<file path="src/rtl/sysref_pkg.sv">
package sysref_pkg;

    localparam int DIV_W_DEF  = 11;
    localparam int LEN_W_DEF  = 4;
    localparam int SYNC_DEPTH = 2;

    // which source currently feeds the output
    typedef enum logic [1:0] {
        SRC_OFF      = 2'd0,
        SRC_GEN      = 2'd1,
        SRC_RPT_SYNC = 2'd2,
        SRC_RPT_RAW  = 2'd3
    } src_e;

    // generator waveform state
    typedef struct packed {
        logic active;
        logic level;
    } wave_t;

    // terminal value of the pre-divide counter for a select code
    function automatic logic [1:0] prediv_last(input logic [1:0] sel);
        case (sel)
            2'd0:    return 2'd0;
            2'd1:    return 2'd1;
            default: return 2'd3;
        endcase
    endfunction

endpackage

</file>
<file path="src/rtl/sysref_prediv.sv">
module sysref_prediv
    import sysref_pkg::*;
(
    input  logic       clk,
    input  logic       rst,
    input  logic       run,
    input  logic [1:0] sel,
    output logic       tick
);
    logic [1:0] cnt;
    logic [1:0] last;

    assign last = prediv_last(sel);
    assign tick = run && (cnt == last);

    always_ff @(posedge clk) begin
        if (rst || !run || tick)
            cnt <= '0;
        else
            cnt <= cnt + 2'd1;
    end
endmodule

</file>
<file path="src/rtl/sysref_burst_gen.sv">
module sysref_burst_gen
    import sysref_pkg::*;
#(
    parameter int DIV_W = DIV_W_DEF,
    parameter int LEN_W = LEN_W_DEF
) (
    input  logic             clk,
    input  logic             rst,
    input  logic             enable,
    input  logic             burst_mode,
    input  logic             trig,
    input  logic             tick,
    input  logic [DIV_W-1:0] div,
    input  logic [LEN_W-1:0] burst_len,
    output logic             running,
    output logic             pulse
);
    localparam int HC_W = DIV_W + 1;

    wave_t            st;
    logic [HC_W-1:0]  hcnt;
    logic [HC_W-1:0]  half_last;
    logic [LEN_W-1:0] left;
    logic             trig_q;
    logic             start;
    logic             half_done;

    assign half_last = HC_W'(div) + HC_W'(1);
    assign half_done = tick && (hcnt == half_last);
    assign start     = !burst_mode || (trig && !trig_q && (burst_len != '0));

    always_ff @(posedge clk) begin
        if (rst) trig_q <= 1'b0;
        else     trig_q <= trig;
    end

    always_ff @(posedge clk) begin
        if (rst || !enable) begin
            st   <= '0;
            hcnt <= '0;
            left <= '0;
        end else if (!st.active) begin
            if (start) begin
                st.active <= 1'b1;
                st.level  <= 1'b1;
                hcnt      <= '0;
                left      <= burst_len;
            end
        end else if (half_done) begin
            hcnt <= '0;
            if (st.level) begin
                st.level <= 1'b0;
            end else if (burst_mode && (left == LEN_W'(1))) begin
                st.active <= 1'b0;
            end else begin
                st.level <= 1'b1;
                if (burst_mode) left <= left - LEN_W'(1);
            end
        end else if (tick) begin
            hcnt <= hcnt + HC_W'(1);
        end
    end

    assign running = st.active;
    assign pulse   = st.level;
endmodule

</file>
<file path="src/rtl/sysref_retime.sv">
module sysref_retime
    import sysref_pkg::*;
#(
    parameter int STAGES = SYNC_DEPTH
) (
    input  logic clk,
    input  logic rst,
    input  logic clr,
    input  logic tick,
    input  logic din,
    output logic dout
);
    logic [STAGES-1:0] chain;

    generate
        for (genvar i = 0; i < STAGES; i++) begin : g_stage
            always_ff @(posedge clk) begin
                if (rst || clr)
                    chain[i] <= 1'b0;
                else if (tick)
                    chain[i] <= (i == 0) ? din : chain[(i == 0) ? 0 : i-1];
            end
        end
    endgenerate

    assign dout = chain[STAGES-1];
endmodule

</file>
<file path="src/rtl/sysref_pulse_gen.sv">
module sysref_pulse_gen
    import sysref_pkg::*;
#(
    parameter int DIV_W = DIV_W_DEF,
    parameter int LEN_W = LEN_W_DEF
) (
    input  logic             clk,
    input  logic             rst,
    input  logic             cfg_enable,
    input  logic             cfg_mode_repeat,
    input  logic             cfg_burst_mode,
    input  logic             cfg_nosync,
    input  logic [1:0]       cfg_prediv_sel,
    input  logic [DIV_W-1:0] cfg_div,
    input  logic [LEN_W-1:0] cfg_burst_len,
    input  logic             trig_in,
    input  logic             ext_sysref_in,
    output logic             sysref_out
);
    src_e src;
    logic tick;
    logic prediv_run;
    logic gen_running;
    logic gen_pulse;
    logic rpt_sync;

    always_comb begin
        if (!cfg_enable)           src = SRC_OFF;
        else if (!cfg_mode_repeat) src = SRC_GEN;
        else if (cfg_nosync)       src = SRC_RPT_RAW;
        else                       src = SRC_RPT_SYNC;
    end

    assign prediv_run = (src == SRC_GEN) ? gen_running : (src == SRC_RPT_SYNC);

    sysref_prediv u_prediv (
        .clk  (clk),
        .rst  (rst),
        .run  (prediv_run),
        .sel  (cfg_prediv_sel),
        .tick (tick)
    );

    sysref_burst_gen #(.DIV_W(DIV_W), .LEN_W(LEN_W)) u_gen (
        .clk        (clk),
        .rst        (rst),
        .enable     (src == SRC_GEN),
        .burst_mode (cfg_burst_mode),
        .trig       (trig_in),
        .tick       (tick),
        .div        (cfg_div),
        .burst_len  (cfg_burst_len),
        .running    (gen_running),
        .pulse      (gen_pulse)
    );

    sysref_retime #(.STAGES(SYNC_DEPTH)) u_retime (
        .clk  (clk),
        .rst  (rst),
        .clr  (src != SRC_RPT_SYNC),
        .tick (tick),
        .din  (ext_sysref_in),
        .dout (rpt_sync)
    );

    always_comb begin
        case (src)
            SRC_GEN:      sysref_out = gen_pulse;
            SRC_RPT_SYNC: sysref_out = rpt_sync;
            SRC_RPT_RAW:  sysref_out = ext_sysref_in;
            default:      sysref_out = 1'b0;
        endcase
    end
endmodule

</file>
<file path="config.mk">
export PLATFORM = sky130hd
export DESIGN_NAME = sysref_pulse_gen
export DESIGN_NICKNAME = d
export VERILOG_FILES = /design/src/rtl/sysref_pkg.sv /design/src/rtl/sysref_prediv.sv /design/src/rtl/sysref_burst_gen.sv /design/src/rtl/sysref_retime.sv /design/src/rtl/sysref_pulse_gen.sv
export SDC_FILE = /design/constraint.sdc
export NUM_CORES = 1
export LEC_CHECK = 0
export CELL_PAD_IN_SITES_DETAIL_PLACEMENT = 0
export CELL_PAD_IN_SITES_GLOBAL_PLACEMENT = 2
export CORE_ASPECT_RATIO = 0.6
export CORE_MARGIN = 4
export CORE_UTILIZATION = 29
export DETAILED_ROUTE_END_ITERATION = 12
export GPL_ROUTABILITY_DRIVEN = 1
export PLACE_DENSITY_LB_ADDON = 0.1
export SLEW_MARGIN = 20
export SYNTH_ARGS = -nofsm -noshare
export SYNTH_HDL_FRONTEND = slang
export SYNTH_SLANG_ARGS = --single-unit
</file>
<file path="constraint.sdc">
create_clock -name clk -period 2.45 [get_ports clk]
set_clock_uncertainty 0.1 [all_clocks]
set_input_delay 0.49 -clock clk [delete_from_list [all_inputs] [get_ports clk]]
set_output_delay 0.49 -clock clk [all_outputs]
set_load 0.02 [all_outputs]
</file>
==> impl_summary.md <==
Placement
The count of buffers from port buffering is 25. After detailed placement, the total cell area comes to 2260 um^2. Routability-driven placement finished with a final weighted congestion of 0.816. The post-placement setup slack is -0.617 ns. The estimated wirelength of the detail-placed design is 3680 um.

Timing
The summed negative setup slack over all endpoints is 0 ns. The final max-slew violation count was 0. Once routing completed, OpenROAD measured the worst setup slack at 0.121 ns. The slew of the pin with the lowest slew margin is 0.370 ns. For this run, the top clock speed supported by timing is 429 MHz. The final count of negative-setup-slack endpoints is 0.

The final hold slack is 0.404 ns. The final critical path takes up 95.0% of the cycle. The final-report hold violation count is 0. The max-slew headroom at the worst pin is 75.3%. The post-layout minimum cycle time is 2.33 ns.

Drt
The via-per-instance ratio is 4.86. In the routed design, unresolved DRC markers number 0. The remaining antenna violation count is 0. The via total after detailed routing is 1667. The first-pass iteration count of the detailed router is 4. The total wire length after detailed routing is 4850 um. After detailed routing, the average wire length per cell comes to 14.1 um. The detailed router finished its first iteration with 46 violations.

Cells and area
The finished cells cover 2570 um^2. For this run, the post-layout net count is 293. Summing all multi-input logic gate instances after layout gives 1320 um^2. Cells with a size suffix above 1 make up 36.5% of the layout.

The area used by sequential logic in the layout is 463 um^2. Compared with the post-synthesis result, the final layout area differs by 52.9%. The number of fill cells is 540. The repair_antennas step left the layout with diodes totalling 0. Cells fill 45.9% of the core in the end.

Critical path
The biggest fanout along the worst timing path is 6. By startpoint and endpoint, the worst setup path is classified as in2reg. STA classifies the critical path endpoint as a flip-flop. The cell at the slowest stage of the critical path is sky130_fd_sc_hd__or3_4. The required time reported for the critical path endpoint is 2.52 ns. Across all register-to-register paths, the minimum setup slack is 0.13 ns. For the worst setup path, the data arrival time is 2.40 ns. Counting both buffers and inverters, the worst setup path holds a total of 3.

The delay of the slowest cell on the worst path is 0.40 ns. The category of cells accounting for the largest share of critical-path delay is simple AND/OR/NAND/NOR gates. The kind of start point of the critical path is an input pin.

Traced cell by cell, the critical path runs through clkbuf_4, nand3_4, or3_4, a2111oi_4, nand4_4, nor3_4, buf_6, a2bb2oi_4, buf_12, nor2_2.

Synthesis
Ranked by instance count, the synthesized netlist is headed by sky130_fd_sc_hd__dfxtp_1, sky130_fd_sc_hd__nand2_1, sky130_fd_sc_hd__xnor2_1, sky130_fd_sc_hd__nor2_1. After synthesis, flip-flops and latches occupy 27.4% of the total area. The count of state elements after synthesis is 23. Ranked by total cell area, the synthesized netlist is headed by sky130_fd_sc_hd__dfxtp_1, sky130_fd_sc_hd__xnor2_1, sky130_fd_sc_hd__mux2i_1, sky130_fd_sc_hd__xor2_1, sky130_fd_sc_hd__nand2_1. Summed over its instances, the top area cell type makes up 27.4% of the synthesized netlist area. The gate count of the mapped netlist is 196. By instance count, the leading cell after synthesis is sky130_fd_sc_hd__dfxtp_1. The mapped netlist covers 1680 um^2. The commonest register cell after synthesis is sky130_fd_sc_hd__dfxtp_1. In this run, distinct cell masters in the synthesized netlist total 46.

Counting flops with an async set or reset pin after synthesis yields a share of 0%. Of all cell types, the one taking the most synthesized area is sky130_fd_sc_hd__dfxtp_1. Yosys mapped a number of flops with a built-in enable equal to 0. The number of nets handed over by synthesis was 225.

The number of warnings issued by yosys is 0. The mean post-synth cell area is 8.57 um^2.

Outcome
The flow ran to the end, and the final reports show no timing, DRC or antenna violations.

Floorplanning
The die is 106 um wide. The full die area is 7120 um^2. The initialized floorplan defines 21 standard-cell rows. In this run the vertical extent of the chip is 67.0 um.

The number of top-level pins is 26. The floorplan step defined a core boundary enclosing 5600 um^2. The effective utilization at floorplan is 30.0%.

Worst hold path
The tightest min-delay check is of the reg2reg type.

Global routing
The number of antenna violations at the first check in global routing was 0. The pin count of the biggest net entering global routing is 17. The via count of the first global-routing pass is 1572. The wire length of the first global-routing pass is 7890 um.

The total overflow reported by the global router is 0. Global routing used 13.9% of the available tracks.

Pwr
The internal portion of total power is 620 uW. The portion of total power attributed to combinational logic is 26.5%. IR analysis of the VDD net gives a maximum drop of 0.000198 V. Sequential cells account for 43.9% of the total power.

In this run switching power makes up 29.0% of total power. The analysis attributes to net switching a power of 253 uW. Summed over all cells, the static leakage comes to 1.00 nW. Per report_power, the clock group accounts for 29.5% of the total. For this design the ratio of total power to cell area is 340 nW/um^2.

CTS
The CTS tree is built. In this run, CTS created clock tree buffers numbering 3. Clock-pin slew was measured on the worst setup and hold paths at 0.10 ns. The clock tree root driver cell is sky130_fd_sc_hd__clkbuf_8. CTS built an H-tree with a depth of 1.

The clock passes through at most 2 buffers. The number of buffers added to fix hold violations after cts is 0. The clock reaches the later pin of the worst-skew pair after 0.27 ns. The total number of clock tree sinks is 23.

Run
The max-cap check violation count is 0.
==> what timing repair did <==
action / 4_1_cts / 5_1_grt
setup buffers: 4 / 7
setup endpoints to repair: 19 / 17
pin swaps: 10 / 14
cloned: 1 / 0
gates resized for setup: 36 / 35
==> routing by layer <==
layer / part of all wire, % / GRT usage, %
met5: 0 / 0
met4: 1.3 / 2.10
met3: 2.9 / 3.10
met2: 40 / 19.6
met1: 56 / 21.4
==> kinds of logic (layout without fill, tap and decap cells) <==
logic type / Yosys count / in the layout / synth area share (%)
simple gates: 91 / 91 / 31.5
compound gates: 31 / 31 / 14.6
xor+xnor: 25 / 25 / 13.8
flops: 23 / 23 / 27.4
buf+inv: 12 / 79 / 3.57
mux: 10 / 10 / 6.11
fa+ha+maj: 4 / 4 / 2.98
==> through the flow <==
| step | instances | total power [mW] |
|---|---|---|
| after floorplan | 196 | 0.483 |
| after global placement | 328 | 0.588 |
| after detailed placement | 328 | 0.590 |
| after CTS | 337 | 0.860 |
| after global routing | 343 | 0.910 |
| final | 343 | 0.874 |
==> final cells by class <==
cell class | count | share of cell area, %
Multi-Input combinational cell | 161 | 51.5
Sequential cell | 23 | 18.0
Timing Repair Buffer | 70 | 24.0
Inverter | 5 | 0.730
Clock buffer | 3 | 1.61
Tap cell | 80 | 3.89
Clock inverter | 1 | 0.292
==> power by group through the flow <==
| stage | sequential, mW | combinational (mW) | clock (mW) |
|---|---|---|---|
| 2_1_floorplan | 0.391 | 0.0926 | 0 |
| 3_3_place_gp | 0.392 | 0.196 | 0 |
| 3_5_place_dp | 0.392 | 0.197 | 0 |
| 4_1_cts | 0.384 | 0.212 | 0.264 |
| 5_1_grt | 0.385 | 0.252 | 0.274 |
| 6_report | 0.384 | 0.232 | 0.258 |
==> path summary, 6_finish.rpt <==
path | cells past startpoint | start | end
worst min register to register | 2 | u_retime.chain[0] | u_retime.dout
worst max register to register | 10 | u_gen.hcnt[8] | u_gen.hcnt[11]
worst min-delay path | 2 | u_retime.chain[0] | u_retime.dout
worst max-delay path | 10 | cfg_div[1] | u_gen.hcnt[11]
==> cells in the final DEF, fill, tap and decap left out, drive strengths merged, types with 2 or more instances in the layout <==
cell	count
a21o	2
a21oi	7
a221o	2
a311oi	2
a31oi	2
and3	6
and4	2
buf	46
clkbuf	9
clkdlybuf4s50	11
dfxtp	23
dlygate4sd2	2
dlymetal6s2s	4
ha	4
inv	5
mux2	2
mux2i	8
nand2	18
nand2b	4
nand3	10
nand4	5
nor2	21
nor2b	5
nor3	11
nor3b	2
nor4	4
o21ai	4
o31ai	2
xnor2	15
xor2	9
==> flip-flops by register name, summed over array words and instances, names as in the netlist <==
| signal | count |
|---|---|
| u_gen.hcnt | 12 |
| u_gen.left | 4 |
| u_gen.pulse | 1 |
| u_gen.running | 1 |
| u_gen.trig_q | 1 |
| u_prediv.cnt | 2 |
| u_retime.chain | 1 |
| u_retime.dout | 1 |
==> worst min-delay path, stage by stage (launching register included) <==
cell	delay [ns]
sky130_fd_sc_hd__dfxtp_1	0.34
sky130_fd_sc_hd__mux2i_1	0.07
sky130_fd_sc_hd__nor2_1	0.07
No activity file was read; power rests on OpenSTA's default activity.
